## src/rtl/sft_pkg.sv

```systemverilog
package sft_pkg;
  typedef enum logic [1:0] {
    SFT_IDLE  = 2'd0,
    SFT_COUNT = 2'd1,
    SFT_FREE  = 2'd2
  } sft_state_e;

  function automatic int unsigned sft_max3(int unsigned a, int unsigned b, int unsigned c);
    int unsigned m;
    m = (a > b) ? a : b;
    return (m > c) ? m : c;
  endfunction
endpackage

```

## src/rtl/sft_target.sv

```systemverilog
module sft_target #(
  parameter int unsigned CODE_W     = 3,
  parameter int unsigned CNT_W      = 4,
  parameter int unsigned DFLT_NEW   = 14,
  parameter int unsigned DFLT_RETRY = 6
) (
  input  logic [CODE_W-1:0] code,
  input  logic              retry,
  output logic [CNT_W-1:0]  target
);
  // Non-zero code n -> 2n-1 half periods; code 0 -> parameter defaults.
  always_comb begin
    if (code == '0) begin
      target = retry ? CNT_W'(DFLT_RETRY) : CNT_W'(DFLT_NEW);
    end else begin
      target = CNT_W'({code, 1'b0}) - CNT_W'(1);
    end
  end
endmodule

```

## src/rtl/sft_trigger.sv

```systemverilog
module sft_trigger (
  input  logic start_on_end,
  input  logic som_req,
  input  logic eom_pulse,
  output logic start_cnt,
  output logic cancel
);
  // The start option picks the event that launches the count; in
  // end-triggered mode a message start withdraws the qualifier instead.
  always_comb begin
    if (start_on_end) begin
      start_cnt = eom_pulse;
      cancel    = som_req & ~eom_pulse;
    end else begin
      start_cnt = som_req;
      cancel    = 1'b0;
    end
  end
endmodule

```

## src/rtl/sft_counter.sv

```systemverilog
module sft_counter
  import sft_pkg::*;
#(
  parameter int unsigned CNT_W = 4
) (
  input  logic             clk,
  input  logic             rst_n,
  input  logic             start_cnt,
  input  logic             cancel,
  input  logic             half_tick,
  input  logic             bus_low,
  input  logic [CNT_W-1:0] target,
  output logic             bus_free
);
  sft_state_e       state_q, state_d;
  logic [CNT_W-1:0] cnt_q, cnt_d, cnt_inc;
  logic             cnt_en;

  assign cnt_inc = cnt_q + CNT_W'(1);

  always_comb begin
    state_d = state_q;
    cnt_d   = cnt_q;
    cnt_en  = 1'b0;
    if (start_cnt) begin
      state_d = SFT_COUNT;
      cnt_d   = '0;
      cnt_en  = 1'b1;
    end else if (cancel) begin
      state_d = SFT_IDLE;
    end else begin
      unique case (state_q)
        SFT_COUNT: begin
          if (bus_low) begin
            cnt_d  = '0;
            cnt_en = 1'b1;
          end else if (half_tick) begin
            cnt_d  = cnt_inc;
            cnt_en = 1'b1;
            if (cnt_inc >= target) state_d = SFT_FREE;
          end
        end
        SFT_FREE: begin
          if (bus_low) state_d = SFT_IDLE;
        end
        default: ;
      endcase
    end
  end

  always_ff @(posedge clk or negedge rst_n) begin
    if (!rst_n) begin
      state_q <= SFT_IDLE;
    end else begin
      state_q <= state_d;
    end
  end

  always_ff @(posedge clk or negedge rst_n) begin
    if (!rst_n) begin
      cnt_q <= '0;
    end else if (cnt_en) begin
      cnt_q <= cnt_d;
    end
  end

  assign bus_free = (state_q == SFT_FREE);
endmodule

```

## src/rtl/sft_idle_timer.sv

```systemverilog
module sft_idle_timer
  import sft_pkg::*;
#(
  parameter int unsigned CODE_W     = 3,
  parameter int unsigned DFLT_NEW   = 14,
  parameter int unsigned DFLT_RETRY = 6
) (
  input  logic              clk,
  input  logic              rst_n,
  input  logic [CODE_W-1:0] sft_code,
  input  logic              start_on_end,
  input  logic              retry,
  input  logic              half_tick,
  input  logic              som_req,
  input  logic              eom_pulse,
  input  logic              bus_low,
  output logic              bus_free
);
  localparam int unsigned MAX_CODE_HALVES = 2 * ((1 << CODE_W) - 1) - 1;
  localparam int unsigned MAX_HALVES = sft_max3(MAX_CODE_HALVES, DFLT_NEW, DFLT_RETRY);
  localparam int unsigned CNT_W = $clog2(MAX_HALVES + 1);

  logic [CNT_W-1:0] target;
  logic             start_cnt;
  logic             cancel;

  sft_target #(
    .CODE_W    (CODE_W),
    .CNT_W     (CNT_W),
    .DFLT_NEW  (DFLT_NEW),
    .DFLT_RETRY(DFLT_RETRY)
  ) u_target (
    .code  (sft_code),
    .retry (retry),
    .target(target)
  );

  sft_trigger u_trigger (
    .start_on_end(start_on_end),
    .som_req     (som_req),
    .eom_pulse   (eom_pulse),
    .start_cnt   (start_cnt),
    .cancel      (cancel)
  );

  sft_counter #(
    .CNT_W(CNT_W)
  ) u_counter (
    .clk      (clk),
    .rst_n    (rst_n),
    .start_cnt(start_cnt),
    .cancel   (cancel),
    .half_tick(half_tick),
    .bus_low  (bus_low),
    .target   (target),
    .bus_free (bus_free)
  );
endmodule

```

## config.mk

```make
export PLATFORM = sky130hd
export DESIGN_NAME = sft_idle_timer
export DESIGN_NICKNAME = d
export VERILOG_FILES = /design/src/rtl/sft_pkg.sv /design/src/rtl/sft_target.sv /design/src/rtl/sft_trigger.sv /design/src/rtl/sft_counter.sv /design/src/rtl/sft_idle_timer.sv
export SDC_FILE = /design/constraint.sdc
export NUM_CORES = 1
export LEC_CHECK = 0
export ABC_AREA = 1
export BUFFER_PORTS_ARGS = -buffer_cell sky130_fd_sc_hd__buf_2
export CORE_AREA = 2 2 39 41
export CTS_CLUSTER_SIZE = 10
export DETAILED_ROUTE_END_ITERATION = 6
export DIE_AREA = 0 0 41 43
export SLEW_MARGIN = 20
export SYNTH_ARGS = -nofsm -noshare
export SYNTH_HDL_FRONTEND = slang
export SYNTH_SLANG_ARGS = --single-unit
```

## constraint.sdc

```tcl
create_clock -name clk -period 2.17 [get_ports clk]
set_input_delay 0.434 -clock clk [delete_from_list [all_inputs] [get_ports clk]]
set_output_delay 0.434 -clock clk [all_outputs]
set_load 0.02 [all_outputs]
```

## Word level (Yosys, flattened, before mapping)

Cells that the tools add are included.

- Flip-flop bits (word level): 6
- Input port bits: 11
- Output and inout port bits: 1
- Logic and storage cells: 41

- $add $sub $neg: 2
- $lt $le $gt $ge: 1
- Equality and inequality tests: 7
- Multiplexer cells: 21
- Bitwise operators: 2
- Reductions and logical operators: 6

Operator list:

| operator | number |
|---|---|
| $mux W4 | 7 |
| $mux W2 | 6 |
| $ne A4 B4 Y1 const B | 2 |
| $mux W1 | 7 |
| $reduce_and A5 Y1 | 1 |
| $add A4 B1 Y4 const B | 1 |
| $ge A4 B4 Y1 | 1 |
| $ne A4 B2 Y1 const B | 1 |
| $ne A4 B3 Y1 const B | 1 |
| $pmux W2 S2 | 1 |
| $reduce_and A4 Y1 | 1 |
| $reduce_bool A4 Y1 | 1 |
| $sub A4 B1 Y4 const B | 1 |
| $logic_not A3 Y1 | 1 |
| $reduce_bool A3 Y1 | 1 |
| $eq A2 B1 Y1 const B | 1 |
| $eq A2 B2 Y1 const B | 1 |
| $ne A2 B2 Y1 const B | 1 |
| $reduce_bool A2 Y1 | 1 |
| $and A1 B1 Y1 | 1 |
| $not A1 Y1 | 1 |

## Depth between registers and ports, before layout

- Word-level depth: 9
- Mapped depth: 15
- Gate-level depth less buffers: 15

## Hierarchy

From an unflattened synthesis, not the netlist that was laid out.

- Cell total of the unflattened synthesis: 87
- Area, all modules: 561.8 um^2

By module, submodules not included:

| module | instances | cells each | area an instance (um^2) | seq. area each (um^2) |
|---|---|---|---|---|
| sft_counter | 1 | 66 | 452.9 | 150.1 |
| sft_target | 1 | 14 | 82.6 | 0.0 |
| sft_trigger | 1 | 7 | 26.3 | 0.0 |

## Least setup slack after synthesis

No wires, ideal clock.

- Kind: input port to flip-flop
- From: input sft_code[0]
- To: register u_counter.state_q[1]
- Library setup time: 117 ps
- Arrival time: 1,771 ps
- Required time: 2,053 ps
- Setup slack: 283 ps
- Cell stages on the path: 13
- Buffers on the path: 0
- Cells stage by stage: inv_1 -> ha_1 -> ha_1 -> nand2_1 -> nand2_1 -> ha_1 -> nand2_1 -> nor3b_1 -> nand2_1 -> nand2_1 -> nand2_1 -> nand2_1 -> nand2_1

- Cells in the longest elaborated chain, start to end: 5
- Elaborated cells between the ends (all ways): 6
- Classes of those cells: 1 x add/sub; 1 x order compare; 1 x eq/ne; 1 x mux; 2 x reduce/logical

Ends and longest elaborated chain:

| element | RTL line | RTL |
|---|---|---|
| start: declaration | sft_idle_timer.sv:10 | `input logic [CODE_W-1:0] sft_code,` |
| $sub A4 B1 Y4 / $logic_not A3 Y1 (equally long branches) | sft_target.sv:16, sft_target.sv:13 |  |
| $mux W4 * | sft_target.sv:13 | `if (code == '0) begin` |
| $ge A4 B4 Y1 * | sft_counter.sv:40 | `if (cnt_inc >= target) state_d = SFT_FREE;` |
| $ne A4 B3 Y1 (no line) * | - |  |
| $reduce_and A5 Y1 (no line) * | - |  |
| end signal: assignment | sft_counter.sv:55 | `state_q <= state_d;` |
| end: declaration | sft_counter.sv:15 | `sft_state_e state_q, state_d;` |

Mark *: on every way between the ends. The rest lies on a longest branch, timed or not.
A chain may end at the register's enable or synchronous reset.

## Worst setup path in the final report

Ends and elaborated chain as after synthesis.

==> results.cfg <==
[routing]
num_vias = 475
ant_nets = 0
totalWireLength_um = 928
drtIter0Drc = 2
dr.pass1.iters = 4
drt-vias-per-instance = 4.567
drc = 0
wl_per_cell_um = 8.923

[clock_tree]
cts-root-buf = clkbuf_4
cts_inserted_buffers = 3
cts_buffer_depth = 2
postCtsHoldBufs = 1
cts_tree = done
cts_resized = 0
clkSinkCount = 6
htree_levels = 1
path_clk_slew_ps = 40
clock_latency_ps = 230
postCtsSetupBuffers = 0

[worst_setup_path]
r2r_cells = 11
r2r_slack_ps = 360
critPathKind = in -> reg
required_ps = 2290
r2r-start = u_counter.cnt_q[0]
worstPathMaxFanout = 3
end_kind = flop
arrival_ps = 1940
r2r_end = u_counter.state_q[1]
start_kind = input port

[die]
rows = 14
core_area_um2 = 1384
die_y_um = 43
fp.dieW_um = 41
ios = 12
floorplan.initialDensity_pct = 39.51
dieArea_um2 = 1763

[logic_synthesis]
synth.distinct_cells = 19
synth_top_cells_by_count = nand2_1, inv_1, ha_1, nand3_1, dfrtp_1
async_flop_share_pct = 100.0
netlist_top_cells_area = dfrtp_1, ha_1, nand2_1
synth_most_common_cell = nand2_1
ys.flop_type = dfrtp_1
yosysSeqAreaShare_pct = 27.46
yosysWarnings = 0
synth_top_area_share_pct = 27.46
syn_nets = 93
syn_inst = 73
ys_seq_elements = 6
netlist_area_um2 = 546.8
yosysTopAreaCell = dfrtp_1
avgSynthCellArea_um2 = 7.490
synth_edf_count = 0

[place]
io_buffers = 11
dpl.cell_count = 100
routabilityCongestion = 0.8005
hpwl_um = 799.7

[sta]
fmax_ghz = 0.5503
slew_headroom_pct = 79.99
fin_tns_setup_ps = 0
finalCritPeriodShare_pct = 83.74
rsz0062_at_grt = no
hold_violations = 0
finClkSkew_ps = 1.774
setup_violations = 0
worst_slew_pin_slew_ps = 299.3
period_needed_ps = 1817
drv_slew = 0

[finish]
utilization_pct = 47.29
drive_gt1_share_pct = 25.00
fin_cells = 104
area_growth_pct = 19.68
nNetsFinal = 110
diodes = 0

[global_route]
antenna_found_initial = 0
gr-usage-all-layers_pct = 14.43
grt_pass1_vias = 443
grt_pass1_wl_um = 1662
grt_max_degree = 7
grt_overflow = 0

[power_and_ir_drop]
leakage_nw = 0.4008
power.density_nw_per_um2 = 676.9
ir_drop_mv = 0.3817

[min_path]
hold_end = u_counter.state_q[0]
min_path_type = reg -> reg
worstHoldStart = u_counter.state_q[0]
min_path_cells = 2

[flow_run]
max-cap-violations = 0

[status]
status = finished, final reports clean
[sequential cells by signal (all words and copies together), names as in the netlist]
name,flops
u_counter.state_q,2
u_counter.cnt_q,4
[how the worst max path moves through the flow]
stage / from / to / slack, ps / depth (start not counted)
after global placement: sft_code[0] / u_counter.state_q[1] / 90 / 14
final: sft_code[0] / u_counter.state_q[1] / 350 / 14
after detailed placement: sft_code[0] / u_counter.state_q[1] / 90 / 14
after floorplan: sft_code[0] / u_counter.state_q[1] / 280 / 13
after CTS: u_counter.cnt_q[0] / u_counter.state_q[1] / 350 / 11
after global routing: sft_code[0] / u_counter.state_q[1] / 170 / 14
[area by class of cell]
class | instances | area (µm²)
repair buffers | 12 | 65.06
well taps | 16 | 20.02
multi-input cells | 52 | 340.3
flip-flops and latches | 6 | 150.1
fillers | 161 | 729.5
inverters | 15 | 56.30
clock buffers | 3 | 22.52
[metrics by stage]
step	total power, mW	cell area [µm²]	worst slack (ps)	hold slack (ps)
floorplan	0.3024	546.8	282.7	138.4
global placement	0.3487	621.8	85.37	255.9
detailed placement	0.3503	621.8	94.33	257.2
CTS	0.4548	654.4	346.3	529.4
global route	0.4958	654.4	167.1	565.6
finish	0.4429	654.4	352.9	536.3
[logic make-up after synthesis]
family	synth area share, %
flip-flops	27.46
adder cells (fa/ha/maj)	20.60
AND/OR/NAND/NOR	28.60
XOR/XNOR	3.204
multiplexers	1.831
buffers and inverters	10.30
AO/OA/AOI/OAI	8.009
[placed cells by master (no fill, tap or decap), drive strengths merged]
| cell type | count |
|---|---|
| buf | 11 |
| nor3 | 1 |
| dlygate4sd3 | 1 |
| o21ai | 3 |
| ha | 9 |
| clkbuf | 3 |
| inv | 14 |
| nand2 | 20 |
| clkinv | 1 |
| xnor2 | 1 |
| a21oi | 1 |
| xor2 | 1 |
| o211ai | 1 |
| dfrtp | 6 |
| a21o | 1 |
| nor3b | 1 |
| mux2i | 1 |
| nor2 | 5 |
| nand3 | 7 |
[metal layers]
metal / wire length, µm / share of wire, % / GRT usage, % / up-vias
met2: 446 / 48 / 19.38 / 6
met4: 0 / 0 / 10.00 / 0
li1: - / - / - / 261
met1: 459 / 49 / 19.73 / 208
met5: 0 / 0 / 0 / -
met3: 22 / 2.4 / 3.141 / 0
[critical path, cell delays in order]
cell,delay [ps]
buf_2,70
inv_1,40
ha_1,190
ha_1,260
nand2_1,70
nand2_1,50
ha_1,280
nand2_1,60
nor3b_1,170
nand2_1,70
nand2_1,90
nand2_1,60
nand2_1,50
nand2_1,50
[where the power goes]
part	leakage, nW	switching (mW)	internal (mW)	total (mW)
Combinational	0.309	0.112	0.0861	0.198
Clock	0.0138	0.0332	0.0621	0.0953
Sequential	0.0784	0.0178	0.132	0.150
Total	0.401	0.163	0.280	0.443
Note: power is estimated with default switching activity, not from simulation.
